## src/rtl/cpa_pkg.sv

```systemverilog
package cpa_pkg;
  parameter int unsigned COMP_W = 8;
  localparam int unsigned PIX_W = 3 * COMP_W;

  typedef struct packed {
    logic [COMP_W-1:0] y;
    logic [COMP_W-1:0] cb;
    logic [COMP_W-1:0] cr;
  } pix_t;

  typedef struct packed {
    pix_t pix;
    logic sof;
    logic eol;
  } beat_t;

  typedef enum logic [1:0] {
    ST_EVEN  = 2'd0,
    ST_ODD   = 2'd1,
    ST_OUT_A = 2'd2,
    ST_OUT_B = 2'd3
  } phase_e;
endpackage

```

## src/rtl/cpa_avg.sv

```systemverilog
module cpa_avg #(
  parameter int unsigned W = 8
) (
  input  logic [W-1:0] a,
  input  logic [W-1:0] b,
  output logic [W-1:0] q
);
  localparam int unsigned SW = W + 1;
  logic [SW-1:0] sum;

  always_comb begin
    sum = {1'b0, a} + {1'b0, b};
    q   = sum[SW-1:1];
  end
endmodule

```

## src/rtl/cpa_ctrl.sv

```systemverilog
module cpa_ctrl
  import cpa_pkg::*;
(
  input  logic clk,
  input  logic rst_n,
  input  logic s_valid,
  input  logic s_eol,
  input  logic m_ready,
  output logic s_ready,
  output logic m_valid,
  output logic take_even,
  output logic take_odd,
  output logic sel_b,
  output logic err
);
  phase_e st, st_n;

  always_comb begin
    s_ready   = (st == ST_EVEN) || (st == ST_ODD);
    m_valid   = (st == ST_OUT_A) || (st == ST_OUT_B);
    sel_b     = (st == ST_OUT_B);
    take_even = s_valid && (st == ST_EVEN);
    take_odd  = s_valid && (st == ST_ODD);
    st_n      = st;
    case (st)
      ST_EVEN:  if (s_valid) st_n = ST_ODD;
      ST_ODD:   if (s_valid) st_n = ST_OUT_A;
      ST_OUT_A: if (m_ready) st_n = ST_OUT_B;
      ST_OUT_B: if (m_ready) st_n = ST_EVEN;
      default:  st_n = ST_EVEN;
    endcase
  end

  always_ff @(posedge clk) begin
    if (!rst_n) begin
      st  <= ST_EVEN;
      err <= 1'b0;
    end else begin
      st <= st_n;
      if (take_even && s_eol) err <= 1'b1;
    end
  end


  err_sticky_chk: assert property (@(posedge clk) disable iff (!rst_n)
    err |=> err);


  pair_block_chk: assert property (@(posedge clk) disable iff (!rst_n)
    take_odd |=> (m_valid && !s_ready && !sel_b));


  out_hold_chk: assert property (@(posedge clk) disable iff (!rst_n)
    (m_valid && !m_ready) |=> (m_valid && (sel_b == $past(sel_b))));


  pair_order_chk: assert property (@(posedge clk) disable iff (!rst_n)
    (m_valid && m_ready && !sel_b) |=> (m_valid && sel_b));
endmodule

```

## src/rtl/cpa_store.sv

```systemverilog
module cpa_store
  import cpa_pkg::*;
(
  input  logic              clk,
  input  logic              take_even,
  input  logic              take_odd,
  input  beat_t             in_beat,
  input  logic [COMP_W-1:0] avg_cb,
  input  logic [COMP_W-1:0] avg_cr,
  output beat_t             even_q,
  output beat_t             out_a,
  output beat_t             out_b
);
  always_ff @(posedge clk) begin
    if (take_even) even_q <= in_beat;
    if (take_odd) begin
      out_a.pix.y  <= even_q.pix.y;
      out_a.pix.cb <= avg_cb;
      out_a.pix.cr <= avg_cr;
      out_a.sof    <= even_q.sof;
      out_a.eol    <= even_q.eol;
      out_b.pix.y  <= in_beat.pix.y;
      out_b.pix.cb <= avg_cb;
      out_b.pix.cr <= avg_cr;
      out_b.sof    <= in_beat.sof;
      out_b.eol    <= in_beat.eol;
    end
  end
endmodule

```

## src/rtl/chroma_pair_avg.sv

```systemverilog
module chroma_pair_avg
  import cpa_pkg::*;
(
  input  logic             clk,
  input  logic             rst_n,
  input  logic             s_valid,
  output logic             s_ready,
  input  logic [PIX_W-1:0] s_data,
  input  logic             s_sof,
  input  logic             s_eol,
  output logic             m_valid,
  input  logic             m_ready,
  output logic [PIX_W-1:0] m_data,
  output logic             m_sof,
  output logic             m_eol,
  output logic             err_odd_eol
);
  localparam int unsigned NCH = 2;

  beat_t in_beat, even_q, out_a, out_b, cur;
  logic  take_even, take_odd, sel_b;
  logic [NCH-1:0][COMP_W-1:0] ch_e, ch_o, ch_avg;

  assign in_beat.pix = pix_t'(s_data);
  assign in_beat.sof = s_sof;
  assign in_beat.eol = s_eol;

  cpa_ctrl u_ctrl (
    .clk       (clk),
    .rst_n     (rst_n),
    .s_valid   (s_valid),
    .s_eol     (s_eol),
    .m_ready   (m_ready),
    .s_ready   (s_ready),
    .m_valid   (m_valid),
    .take_even (take_even),
    .take_odd  (take_odd),
    .sel_b     (sel_b),
    .err       (err_odd_eol)
  );

  assign ch_e = {even_q.pix.cb, even_q.pix.cr};
  assign ch_o = {in_beat.pix.cb, in_beat.pix.cr};

  for (genvar g = 0; g < NCH; g++) begin : g_ch
    cpa_avg #(.W(COMP_W)) u_avg (
      .a (ch_e[g]),
      .b (ch_o[g]),
      .q (ch_avg[g])
    );
  end

  cpa_store u_store (
    .clk       (clk),
    .take_even (take_even),
    .take_odd  (take_odd),
    .in_beat   (in_beat),
    .avg_cb    (ch_avg[1]),
    .avg_cr    (ch_avg[0]),
    .even_q    (even_q),
    .out_a     (out_a),
    .out_b     (out_b)
  );

  assign cur    = sel_b ? out_b : out_a;
  assign m_data = cur.pix;
  assign m_sof  = cur.sof;
  assign m_eol  = cur.eol;


  luma_pass_chk: assert property (@(posedge clk) disable iff (!rst_n)
    take_odd |=> (m_data[PIX_W-1 -: COMP_W] == $past(even_q.pix.y)));


  data_hold_chk: assert property (@(posedge clk) disable iff (!rst_n)
    (m_valid && !m_ready) |=> ($stable(m_data) && $stable(m_sof) && $stable(m_eol)));


  sof_keep_chk: assert property (@(posedge clk) disable iff (!rst_n)
    take_odd |=> (m_sof == $past(even_q.sof)));
endmodule

```

## config.mk

```make
export PLATFORM = sky130hd
export DESIGN_NAME = chroma_pair_avg
export DESIGN_NICKNAME = d
export VERILOG_FILES = /design/src/rtl/cpa_pkg.sv /design/src/rtl/cpa_avg.sv /design/src/rtl/cpa_ctrl.sv /design/src/rtl/cpa_store.sv /design/src/rtl/chroma_pair_avg.sv
export SDC_FILE = /design/constraint.sdc
export NUM_CORES = 1
export LEC_CHECK = 0
export BUFFER_PORTS_ARGS = -buffer_cell sky130_fd_sc_hd__buf_2
export CAP_MARGIN = 40
export CORE_ASPECT_RATIO = 1.75
export CORE_MARGIN = 3
export CORE_UTILIZATION = 47
export DETAILED_ROUTE_END_ITERATION = 12
export GPL_TIMING_DRIVEN = 0
export PLACE_DENSITY_LB_ADDON = 0.05
export SYNTH_ARGS = -nofsm -noshare
export SYNTH_HDL_FRONTEND = slang
export SYNTH_SLANG_ARGS = --single-unit
export TNS_END_PERCENT = 30
```

## constraint.sdc

```tcl
create_clock -name clk -period 2.4 [get_ports clk]
set_clock_uncertainty 0.2 [all_clocks]
set_input_delay 0.24 -clock clk [delete_from_list [all_inputs] [get_ports clk]]
set_output_delay 0.24 -clock clk [all_outputs]
set_load 0.005 [all_outputs]
```

==> metrics.md <==
| Metric | Value |
|---|---|
| Synth Net Count | `246` |
| Antenna violations before repair | `0` |
| Setup violations, final | `0` |
| Hold Vio Cnt, Final | `0` |
| WHS Path Cells | `4` |
| Mapped Cells | `196` |
| Die area | `7280 um2` |
| Ports | `59` |
| RSZ-0062 raised after global routing | `no` |
| Starting Density | `49.3%` |
| DR vias | `1828` |
| Clk sink count | `65` |
| Synth cell types | `36` |
| Die width | `65.8 um` |
| Most common cell after layout, fill and taps aside | `edfxtp_1` |
| Multi-input logic area | `851 um2` |
| Yosys warns | `0` |
| CTS tree | `yes` |
| Vias in the first global route | `1895` |
| Clock root buffer | `clkbuf_8` |
| FF-to-FF End | `u_store.out_b[6]` |
| NetSw | `0.987 mW` |
| First drt pass iteration count | `4` |
| Final-layout fill cell count | `452` |
| Postcts setup bufs | `0` |
| DRC | `0` |
| Max-slew violation count | `0` |
| Largest family of logic cells by synthesized area | `adder cells` |
| Hold Slack | `0.154 ns` |
| FF+latch area | `1920 um2` |
| Vias/cell | `4.86` |
| Syn_area_per_cell | `15.0 um2` |
| Simple-gate portion of the synthesized area | `4.98%` |
| Cell Int Power | `2.51 mW` |
| Clock share of power | `25.7%` |
| Routed WL | `4980 um` |
| Clock transition at path regs | `0.07 ns` |
| Max Cap Viol | `0` |
| H-Tree Depth | `3` |
| Period minus WS final | `2.16 ns` |
| Final Instance Area | `3820 um2` |
| Final ANT Viol Nets | `0` |
| CTS Buf Count | `9` |
| Largest net degree at the start of global routing | `37` |
| Worst EP required | `2.27 ns` |
| # rows | `37` |
| Final cycle utilization of the critical path | `90.0%` |
| Fmax | `463 MHz` |
| Mux share of post-synthesis cell area | `4.85%` |
| Xor and xnor fraction of the mapped netlist area | `2.38%` |
| Comb power frac | `27.7%` |
| Startpoint Class | `input port` |
| Wire per inst | `13.2 um` |
| First-pass GRT wire length | `8360 um` |
| CP Capture Type | `register` |
| Hold_sp | `m_ready` |
| Setup crit start | `s_data[0]` |
| Static Leakage | `1.56 nW` |
| DPL Wire Length | `3470 um` |
| CP Data Arrival Time | `2.03 ns` |
| CORE AREA | `5970 um2` |
| Slew headroom | `44.8%` |
| Total gr overflow | `0` |
| Sequential share of power | `46.6%` |
| Area of the mapped netlist | `2940 um2` |
| Adder-cell share of the synthesized area | `9.02%` |
| Proportion of layout cells with a drive suffix above 1 | `35.6%` |
| Peak supply drop | `0.000503 V` |
| PwrDens | `914 nW/um2` |
| Crit Path Class | `in -> reg` |
| Violation count after the first detailed-route iteration | `58` |
| Placer Congestion | `0.774` |
| Reg2reg path depth | `5` |
| Critical register-to-register path startpoint | `u_store.even_q[4]` |
| Die Ht | `111 um` |
| Area growth from synthesis to layout | `29.9%` |
| Hold EP | `u_ctrl.st[1]` |
| Hold Path Class | `in -> reg` |
| Maximum buffer depth of the clock tree | `2` |
| Status | `complete, no violations` |
| Worst R2R Setup Slack | `0.42 ns` |
| Sequential fraction of the synthesis area | `65.3%` |
| Sw frac | `28.3%` |
| Worst skew pair latency | `0.33 ns` |
| Most frequent cells in the layout | `62 x edfxtp_1, 59 x buf_2, 27 x dlygate4sd3_1` |
| Least-Margin Pin Slew | `0.828 ns` |
| Final nets | `343` |
| Post-DP Area | `3360 um2` |
| Diode count | `0` |
| Port buffer count | `58` |
| CP Max Fanout | `3` |
| Compound-Gate Fraction of Synth Area | `7.66%` |
| All-Layer GR Usage | `14.9%` |
| Post-synthesis register bit count | `65` |
-- routing by layer --
layer / global-route usage [%] / vias up / wire length, um
met1: 16.9 / 862 / 1950
met2: 25.9 / 38 / 2720
met3: 3.25 / 9 / 217
met5: 0 / - / 0
met4: 6.65 / 0 / 83
li1: - / 919 / -
-- synthesized netlist by cell type --
cell	instances	area [um2]
a22oi_1	1	7.51
a21o_1	3	22.5
a2111oi_2	2	30.0
nor2b_1	3	18.8
o21a_1	1	7.51
o21ai_1	1	5.00
o311ai_1	1	8.76
mux2i_1	3	30.0
buf_2	1	5.00
nor4_1	1	6.26
xor2_1	4	35.0
inv_1	11	41.3
a221oi_1	1	8.76
edfxtp_1	62	1860
nor3_1	4	20.0
a311o_1	2	20.0
o31ai_1	1	7.51
ha_1	18	225
nor4b_1	1	8.76
o21ai_0	1	5.00
fa_1	2	40.0
nand4_1	2	12.5
inv_2	1	3.75
nor2_1	8	30.0
a211o_1	1	8.76
and2_1	4	25.0
a211oi_1	1	7.51
o21bai_1	2	15.0
nand2_1	4	15.0
xnor2_1	4	35.0
dfxtp_1	3	60.1
buf_4	16	120
a21oi_1	13	65.1
nand3_1	2	10.0
o22ai_1	1	6.26
mux2_2	10	113
-- critical path, stage by stage --
cell,delay (ns)
dlygate4sd3_1,0.53
buf_2,0.14
and2_1,0.17
fa_1,0.40
a21oi_1,0.21
nor2_1,0.06
nor2_1,0.16
o21ai_0,0.13
-- state kept, by name, summed over array words and instances, names as in the netlist --
register	cells
u_ctrl.st	2
u_ctrl.err	1
u_store.even_q	26
u_store.out_b	26
u_store.out_a	10
-- what timing repair did --
item                                    in CTS  in global routing
hold buffers                                27                  0
hold endpoints to repair                    39                  0
endpoints found under the setup margin       0                  0
gates resized for setup                      0                  0
-- kinds of logic (layout without fill, tap and decap cells) --
family                     count (synthesis)  in the layout
DFF                                       65             65
AOI/OAI and AO/OA                         32             32
and+or+nand+nor                           29             29
buffers and inverters                     29            131
adders and majority gates                 20             20
muxes                                     13             13
xor gates and xnor gates                   8              8
-- power by group through the flow --
stage / registers [mW] / logic, mW / clock network (mW)
finish: 1.63 / 0.967 / 0.898
global route: 1.65 / 1.10 / 0.970
CTS: 1.63 / 0.987 / 0.934
detailed placement: 1.66 / 0.948 / 0
global placement: 1.66 / 0.901 / 0
floorplan: 1.64 / 0.641 / 0
-- how the worst max path moves through the flow --
stage,endpoint
2_1_floorplan,u_store.out_a[0]
5_1_grt,u_store.out_b[9]
6_report,u_store.out_b[9]
4_1_cts,u_store.out_b[9]
3_3_place_gp,u_store.out_b[6]
3_5_place_dp,u_store.out_b[9]
-- cell type report --
type / count / share of cell area, %
plain buffers: 17 / 3.27
clock buffers: 9 / 3.24
clock inverters: 7 / 1.83
inverters: 12 / 1.18
multi-input cells: 102 / 22.3
flip-flops and latches: 65 / 50.3
well taps: 78 / 2.55
repair buffers: 86 / 15.4
-- through the flow --
step | TNS (ns) | worst slack (ns) | utilization (%) | power [mW] | cells
CTS | 0 | 0.232 | 64.0 | 3.55 | 376
global route | 0 | 0.103 | 64.0 | 3.72 | 376
detailed placement | 0 | 0.433 | 56.2 | 2.60 | 333
finish | 0 | 0.241 | 64.0 | 3.49 | 376
global placement | -0.956 | -0.0288 | 55.8 | 2.56 | 332
floorplan | 0 | 0.381 | - | 2.28 | 196
Note: power is estimated with default switching activity, not from simulation.
